$ cat src/rtl/fi_event_pkg.sv
package fi_event_pkg;
  localparam int unsigned MASK_W  = 8;
  localparam int unsigned CYC_W   = 64;
  localparam int unsigned EXT_W   = 5;
  localparam int unsigned BIT_MIS = 0;
  localparam int unsigned BIT_END = 1;
  localparam int unsigned BIT_EXT = 2;
  localparam int unsigned BIT_OVF = 7;

  typedef struct packed {
    logic [MASK_W-1:0] mask;
    logic [CYC_W-1:0]  cycle;
  } evt_rec_t;
endpackage

$ cat src/rtl/fi_evt_detect.sv
module fi_evt_detect
  import fi_event_pkg::*;
#(
  parameter int unsigned DATA_W = 16
) (
  input  logic              qual_i,
  input  logic [DATA_W-1:0] dut_i,
  input  logic [DATA_W-1:0] gold_i,
  input  logic              vec_end_i,
  input  logic [EXT_W-1:0]  ext_i,
  output logic [MASK_W-1:0] mask_o,
  output logic              hit_o
);
  logic [DATA_W-1:0] diff;
  logic [MASK_W-1:0] raw;

  // per-bit compare, reduced below
  for (genvar g = 0; g < DATA_W; g++) begin : g_cmp
    assign diff[g] = dut_i[g] ^ gold_i[g];
  end

  always_comb begin
    raw                          = '0;
    raw[BIT_MIS]                 = |diff;
    raw[BIT_END]                 = vec_end_i;
    raw[BIT_EXT +: EXT_W]        = ext_i;
    mask_o = qual_i ? raw : '0;
    hit_o  = |mask_o;
  end
endmodule

$ cat src/rtl/fi_run_ctl.sv
module fi_run_ctl
  import fi_event_pkg::*;
(
  input  logic             clk_i,
  input  logic             rst_ni,
  input  logic             run_start_i,
  input  logic             tick_i,
  input  logic             stop_hit_i,
  output logic             qual_o,
  output logic [CYC_W-1:0] cycle_o,
  output logic             halt_o
);
  logic             active_q, halt_q;
  logic [CYC_W-1:0] cnt_q;

  assign qual_o  = active_q && tick_i && !run_start_i;
  assign cycle_o = cnt_q;
  assign halt_o  = halt_q;

  always_ff @(posedge clk_i or negedge rst_ni) begin
    if (!rst_ni) begin
      active_q <= 1'b0;
      halt_q   <= 1'b0;
      cnt_q    <= '0;
    end else if (run_start_i) begin
      active_q <= 1'b1;
      halt_q   <= 1'b0;
      cnt_q    <= '0;
    end else if (active_q && tick_i) begin
      cnt_q <= cnt_q + 1'b1;
      if (stop_hit_i) begin
        active_q <= 1'b0;
        halt_q   <= 1'b1;
      end
    end
  end

  p_halt_next_r6: assert property (@(posedge clk_i) disable iff (!rst_ni)
    (qual_o && stop_hit_i) |=> halt_q);
  p_freeze_r6: assert property (@(posedge clk_i) disable iff (!rst_ni)
    (halt_q && !run_start_i) |=> ($stable(cnt_q) && halt_q));
  p_start_clear_r9: assert property (@(posedge clk_i) disable iff (!rst_ni)
    run_start_i |=> (cnt_q == '0 && !halt_q));
endmodule

$ cat src/rtl/fi_evt_queue.sv
module fi_evt_queue
  import fi_event_pkg::*;
#(
  parameter int unsigned DEPTH = 8
) (
  input  logic     clk_i,
  input  logic     rst_ni,
  input  logic     flush_i,
  input  logic     push_i,
  input  evt_rec_t rec_i,
  output logic     drop_o,
  input  logic     rd_req_i,
  output logic     rd_valid_o,
  output logic     rd_empty_o,
  output evt_rec_t rd_rec_o
);
  localparam int unsigned AW = (DEPTH > 1) ? $clog2(DEPTH) : 1;
  localparam int unsigned CW = AW + 1;
  localparam logic [CW-1:0] FULL_CNT = CW'(DEPTH);
  localparam logic [AW-1:0] LAST_IDX = AW'(DEPTH - 1);

  evt_rec_t      mem_q [DEPTH];
  logic [AW-1:0] wr_ptr_q, rd_ptr_q, last_idx;
  logic [CW-1:0] cnt_q;
  logic          pop, push_ok, full;
  evt_rec_t      rd_rec_q;
  logic          rd_valid_q, rd_empty_q;

  function automatic logic [AW-1:0] inc(input logic [AW-1:0] p);
    return (p == LAST_IDX) ? '0 : p + 1'b1;
  endfunction

  assign full     = (cnt_q == FULL_CNT);
  assign pop      = rd_req_i && (cnt_q != '0) && !flush_i;
  assign push_ok  = push_i && !flush_i && (!full || pop);
  assign drop_o   = push_i && !flush_i && full && !pop;
  assign last_idx = (wr_ptr_q == '0) ? LAST_IDX : wr_ptr_q - 1'b1;

  assign rd_valid_o = rd_valid_q;
  assign rd_empty_o = rd_empty_q;
  assign rd_rec_o   = rd_rec_q;

  always_ff @(posedge clk_i) begin
    if (push_ok) mem_q[wr_ptr_q] <= rec_i;
    if (drop_o)  mem_q[last_idx].mask[BIT_OVF] <= 1'b1;
  end

  always_ff @(posedge clk_i or negedge rst_ni) begin
    if (!rst_ni) begin
      wr_ptr_q   <= '0;
      rd_ptr_q   <= '0;
      cnt_q      <= '0;
      rd_valid_q <= 1'b0;
      rd_empty_q <= 1'b0;
      rd_rec_q   <= '0;
    end else begin
      rd_valid_q <= rd_req_i;
      rd_empty_q <= rd_req_i && !pop;
      if (pop) rd_rec_q <= mem_q[rd_ptr_q];
      else if (rd_req_i) rd_rec_q <= '0;
      if (flush_i) begin
        wr_ptr_q <= '0;
        rd_ptr_q <= '0;
        cnt_q    <= '0;
      end else begin
        if (push_ok) wr_ptr_q <= inc(wr_ptr_q);
        if (pop)     rd_ptr_q <= inc(rd_ptr_q);
        cnt_q <= cnt_q + CW'(push_ok) - CW'(pop);
      end
    end
  end

  p_count_bound_r7: assert property (@(posedge clk_i) disable iff (!rst_ni)
    cnt_q <= FULL_CNT);
  p_rd_valid_r8: assert property (@(posedge clk_i) disable iff (!rst_ni)
    rd_req_i |=> rd_valid_o);
  p_rd_empty_r8: assert property (@(posedge clk_i) disable iff (!rst_ni)
    (rd_req_i && cnt_q == '0) |=> rd_empty_o);
  p_drop_full_r7: assert property (@(posedge clk_i) disable iff (!rst_ni)
    drop_o |=> (cnt_q == FULL_CNT));
endmodule

$ cat src/rtl/fi_event_log.sv
module fi_event_log
  import fi_event_pkg::*;
#(
  parameter int unsigned DATA_W = 16,
  parameter int unsigned DEPTH  = 8
) (
  input  logic              clk_i,
  input  logic              rst_ni,
  input  logic              run_start_i,
  input  logic              emu_tick_i,
  input  logic [DATA_W-1:0] dut_out_i,
  input  logic [DATA_W-1:0] gold_out_i,
  input  logic              vec_end_i,
  input  logic [4:0]        ext_evt_i,
  input  logic [7:0]        stop_mask_i,
  output logic              halt_o,
  input  logic              rd_req_i,
  output logic              rd_valid_o,
  output logic              rd_empty_o,
  output logic [7:0]        rd_mask_o,
  output logic [63:0]       rd_cycle_o
);
  logic              qual, hit, drop, stop_hit;
  logic [MASK_W-1:0] mask;
  logic [CYC_W-1:0]  cycle;
  evt_rec_t          rec, rd_rec;

  fi_evt_detect #(.DATA_W(DATA_W)) u_detect (
    .qual_i   (qual),
    .dut_i    (dut_out_i),
    .gold_i   (gold_out_i),
    .vec_end_i(vec_end_i),
    .ext_i    (ext_evt_i),
    .mask_o   (mask),
    .hit_o    (hit)
  );

  assign stop_hit = (|(mask & stop_mask_i)) || (drop && stop_mask_i[BIT_OVF]);

  fi_run_ctl u_ctl (
    .clk_i      (clk_i),
    .rst_ni     (rst_ni),
    .run_start_i(run_start_i),
    .tick_i     (emu_tick_i),
    .stop_hit_i (stop_hit),
    .qual_o     (qual),
    .cycle_o    (cycle),
    .halt_o     (halt_o)
  );

  assign rec.mask  = mask;
  assign rec.cycle = cycle;

  fi_evt_queue #(.DEPTH(DEPTH)) u_queue (
    .clk_i     (clk_i),
    .rst_ni    (rst_ni),
    .flush_i   (run_start_i),
    .push_i    (hit),
    .rec_i     (rec),
    .drop_o    (drop),
    .rd_req_i  (rd_req_i),
    .rd_valid_o(rd_valid_o),
    .rd_empty_o(rd_empty_o),
    .rd_rec_o  (rd_rec)
  );

  assign rd_mask_o  = rd_rec.mask;
  assign rd_cycle_o = rd_rec.cycle;

  p_halt_no_push_r6: assert property (@(posedge clk_i) disable iff (!rst_ni)
    halt_o |-> !hit);
  p_start_no_push_r9: assert property (@(posedge clk_i) disable iff (!rst_ni)
    run_start_i |-> !hit);
endmodule

$ cat config.mk
export PLATFORM = sky130hd
export DESIGN_NAME = fi_event_log
export DESIGN_NICKNAME = d
export VERILOG_FILES = /design/src/rtl/fi_event_pkg.sv /design/src/rtl/fi_evt_detect.sv /design/src/rtl/fi_run_ctl.sv /design/src/rtl/fi_evt_queue.sv /design/src/rtl/fi_event_log.sv
export SDC_FILE = /design/constraint.sdc
export NUM_CORES = 1
export LEC_CHECK = 0
export BUFFER_PORTS_ARGS = -buffer_cell sky130_fd_sc_hd__buf_2
export CORE_MARGIN = 2
export CORE_UTILIZATION = 55
export CTS_CLUSTER_DIAMETER = 30
export DETAILED_ROUTE_END_ITERATION = 12
export PLACE_DENSITY = 0.71
export SLEW_MARGIN = 20
export SYNTH_ARGS = -nofsm -noshare
export SYNTH_HDL_FRONTEND = slang
export SYNTH_SLANG_ARGS = --single-unit
$ cat constraint.sdc
create_clock -name clk_i -period 9.37 [get_ports clk_i]
set_input_delay 0.937 -clock clk_i [delete_from_list [all_inputs] [get_ports clk_i]]
set_output_delay 0.937 -clock clk_i [all_outputs]
set_load 0.05 [all_outputs]
==> flow_metrics.tcl <==
set metrics [dict create \
    fin_setup_tns_ns 0 \
    antenna_found_initial 0 \
    place_congestion 0.781 \
    cts.sinks 726 \
    via_per_inst 5.97 \
    clkTransAtPathRegs_ns 0.04 \
    drc_errors 0 \
    min-delay-path-class "primary input to async pin" \
    start_kind "primary input" \
    dp_hpwl_um 32200 \
    power.total_mw 9.76 \
    gr-usage-all-layers_pct 23.2 \
    syn_avg_cell_area_sq_um 18.5 \
    peakVddDrop_uv 180 \
    drt-initial-drc-count 1237 \
    fin_crit_ns 5.44 \
    cp.arrival_ns 5.73 \
    antenna_cells 0 \
    status "complete, no violations" \
    cap_violations 0 \
    clk_latency_ns 0.70 \
    postCtsHoldBufs 0 \
    drt_wl_total_um 59700 \
    slew_viol_final 0 \
    die_area_sq_mm 0.0543 \
    detail-route-antenna-nets 0 \
    layout.nets 1834 \
    area_growth_pct 20.8 \
    setup_violations 0 \
    cts-root-buf "clkbuf_16" \
    grt_pass1_vias 16100 \
    rrSetupSlack_ns 4.53 \
    critical_path.max_fanout 74 \
    grt-ovfl-total 0 \
    synth_top_area_share_pct 59.9 \
    leakagePower_nw 13.2 \
    synthFlopType "edfxtp_1" \
    hold_violations 0 \
    yosysSeqAreaShare_pct 73.0 \
    clock_path_buffers 3 \
    cp.required_ns 9.66 \
    path_class "primary input to flop" \
    cts_tree "built" \
    cts_resized 0 \
    core-area_sq_mm 0.0516 \
    h-tree-depth 4 \
    period_share_pct 58.0 \
    drive_gt1_share_pct 28.4 \
    tightest_slew_ns 1.03 \
    async_flop_share_pct 20.7 \
    crit_path_end_kind "flop" \
    syn_inst 1563 \
    via_count 15300 \
    rsz0062_at_grt "no" \
    die_h_um 233 \
    post-cts-setup-buffers 0 \
    skew_ns 0.0246 \
    syn_area_sq_mm 0.0289 \
    io_pins 126 \
    synthTopCellsByArea "edfxtp_1 (60%), dfrtp_1 (13%), mux4_2 (11%)" \
    port_buffers 125 \
    syn_nets 1628 \
    yosys.area.top_type "edfxtp_1" \
    yosysWarningCount 0 \
    die_x_um 233 \
    first_pass_iters 5 \
    start_util_pct 55.9 \
    max_slew_margin_pct 30.6 \
    synth_seq_cells 726 \
    max_freq_mhz 184 \
    powerDensity_mw_per_mm2 280 \
    cts_buffers 132 \
    grt_max_degree 86 \
    rows 83 \
    wire_per_inst_um 23.3 \
    synth_edf_count 576 \
    grt_pass1_wl_um 93500 \
    synthDistinctLibCells 53 \
]
power by group:
part | switching, mW | total [mW] | internal (mW)
combinational | 0.826 | 1.29 | 0.467
sequential | 0.121 | 3.74 | 3.62
clock | 1.60 | 4.73 | 3.12
total | 2.55 | 9.76 | 7.21
routing by layer:
layer / part of all wire (%) / routed length [um] / vias up / global-route usage [%]
li1: - / - / 6674 / -
met1: 43 / 25900 / 8049 / 32.4
met2: 49 / 29400 / 460 / 37.0
met3: 5.4 / 3250 / 104 / 5.43
met4: 1.9 / 1140 / 0 / 6.95
met5: 0 / 0 / - / 0
logic make-up after synthesis:
logic type | Yosys count | share of synthesized area (%)
flip-flops | 726 | 73.0
AO/OA/AOI/OAI | 109 | 3.03
multiplexers | 219 | 13.8
AND/OR/NAND/NOR | 323 | 5.96
XOR/XNOR | 77 | 2.34
adder cells (fa/ha/maj) | 14 | 0.633
buffers and inverters | 95 | 1.25
Yosys cell counts (all sizes together) (2+ instances only):
cell     instances
o211ai           2
inv             16
xnor2           26
a21o             2
o21ai            8
nor3            15
edfxtp         576
nor2            84
nand4           23
ha              13
nor3b            3
nor2b            5
dfrtp          150
nand2           36
clkbuf          55
and2            71
and4             8
nand3           28
nor4            15
a21oi           13
mux4           144
or3             11
xor2            51
o2bb2ai         72
buf             24
mux2i           74
and3            15
or2              4
worst max-delay path: stages:
cell      delay [ns]
buf_2           0.13
inv_2           0.04
buf_4           0.66
o311ai_1        0.41
nor3_1          0.86
o21ai_4         0.40
buf_4           0.40
mux2_2          0.38
nor2_4          0.56
buf_4           0.85
final timing paths:
| path | start | endpoint | depth (start not counted) |
|---|---|---|---|
| min reg2reg | u_queue.rd_rec_o[26] | u_queue.rd_rec_o[26] | 1 |
| min | rst_ni | u_queue.rd_rec_o[13] | 1 |
| max | rd_req_i | u_queue.mem_q[0][28] | 10 |
| max reg2reg | u_queue.cnt_q[2] | u_queue.mem_q[0][28] | 9 |
| min in group clk_i | rd_req_i | u_queue.rd_valid_o | 1 |
| max in group asynchronous | rst_ni | u_ctl.cycle_o[26] | 2 |
placed cells by master (no fill, tap or decap), types with 18 or more instances in the layout:
cell,n
edfxtp_1,576
dfrtp_1,147
mux4_2,144
clkbuf_16,137
buf_2,124
nor2_1,82
mux2i_1,74
o2bb2ai_1,72
and2_1,71
xor2_1,51
nand2_1,36
nand3_1,28
xnor2_1,26
buf_4,25
nand4_1,21
clkbuf_1,20
clkinv_2,18
stage by stage:
step | hold slack [ns] | std cells | area (sq um) | utilization, % | worst slack [ns]
3_5_place_dp | 0.468 | 2315 | 30300 | 58.8 | 3.18
4_1_cts | 0.329 | 2559 | 34900 | 67.5 | 3.92
2_1_floorplan | 0.511 | 1563 | 28900 | - | 1.11
3_3_place_gp | 0.463 | 2314 | 30300 | 58.7 | 3.43
5_1_grt | 0.387 | 2559 | 34900 | 67.5 | 3.65
6_report | 0.332 | 2559 | 34900 | 67.5 | 3.93
flip-flops by register name, indices dropped and copies added (netlist names):
name and cells:
u_queue.mem_q 576, u_queue.rd_rec_o 72, u_ctl.cycle_o 64, u_queue.rd_empty_o 1, u_ctl.halt_o 1, u_queue.rd_valid_o 1, u_queue.cnt_q 4, u_queue.rd_ptr_q 3
u_queue.wr_ptr_q 3, u_ctl.active_q 1
final cells by class:
type                    count  area (sq um)
multi-input cells         742          7530
well taps                 680           851
clock buffers             163          3590
fillers                  3269         16800
inverters                  16          60.1
clock inverters            81           928
repair buffers            151           840
flip-flops and latches    726         21100
(Power assumes the default switching activity.)
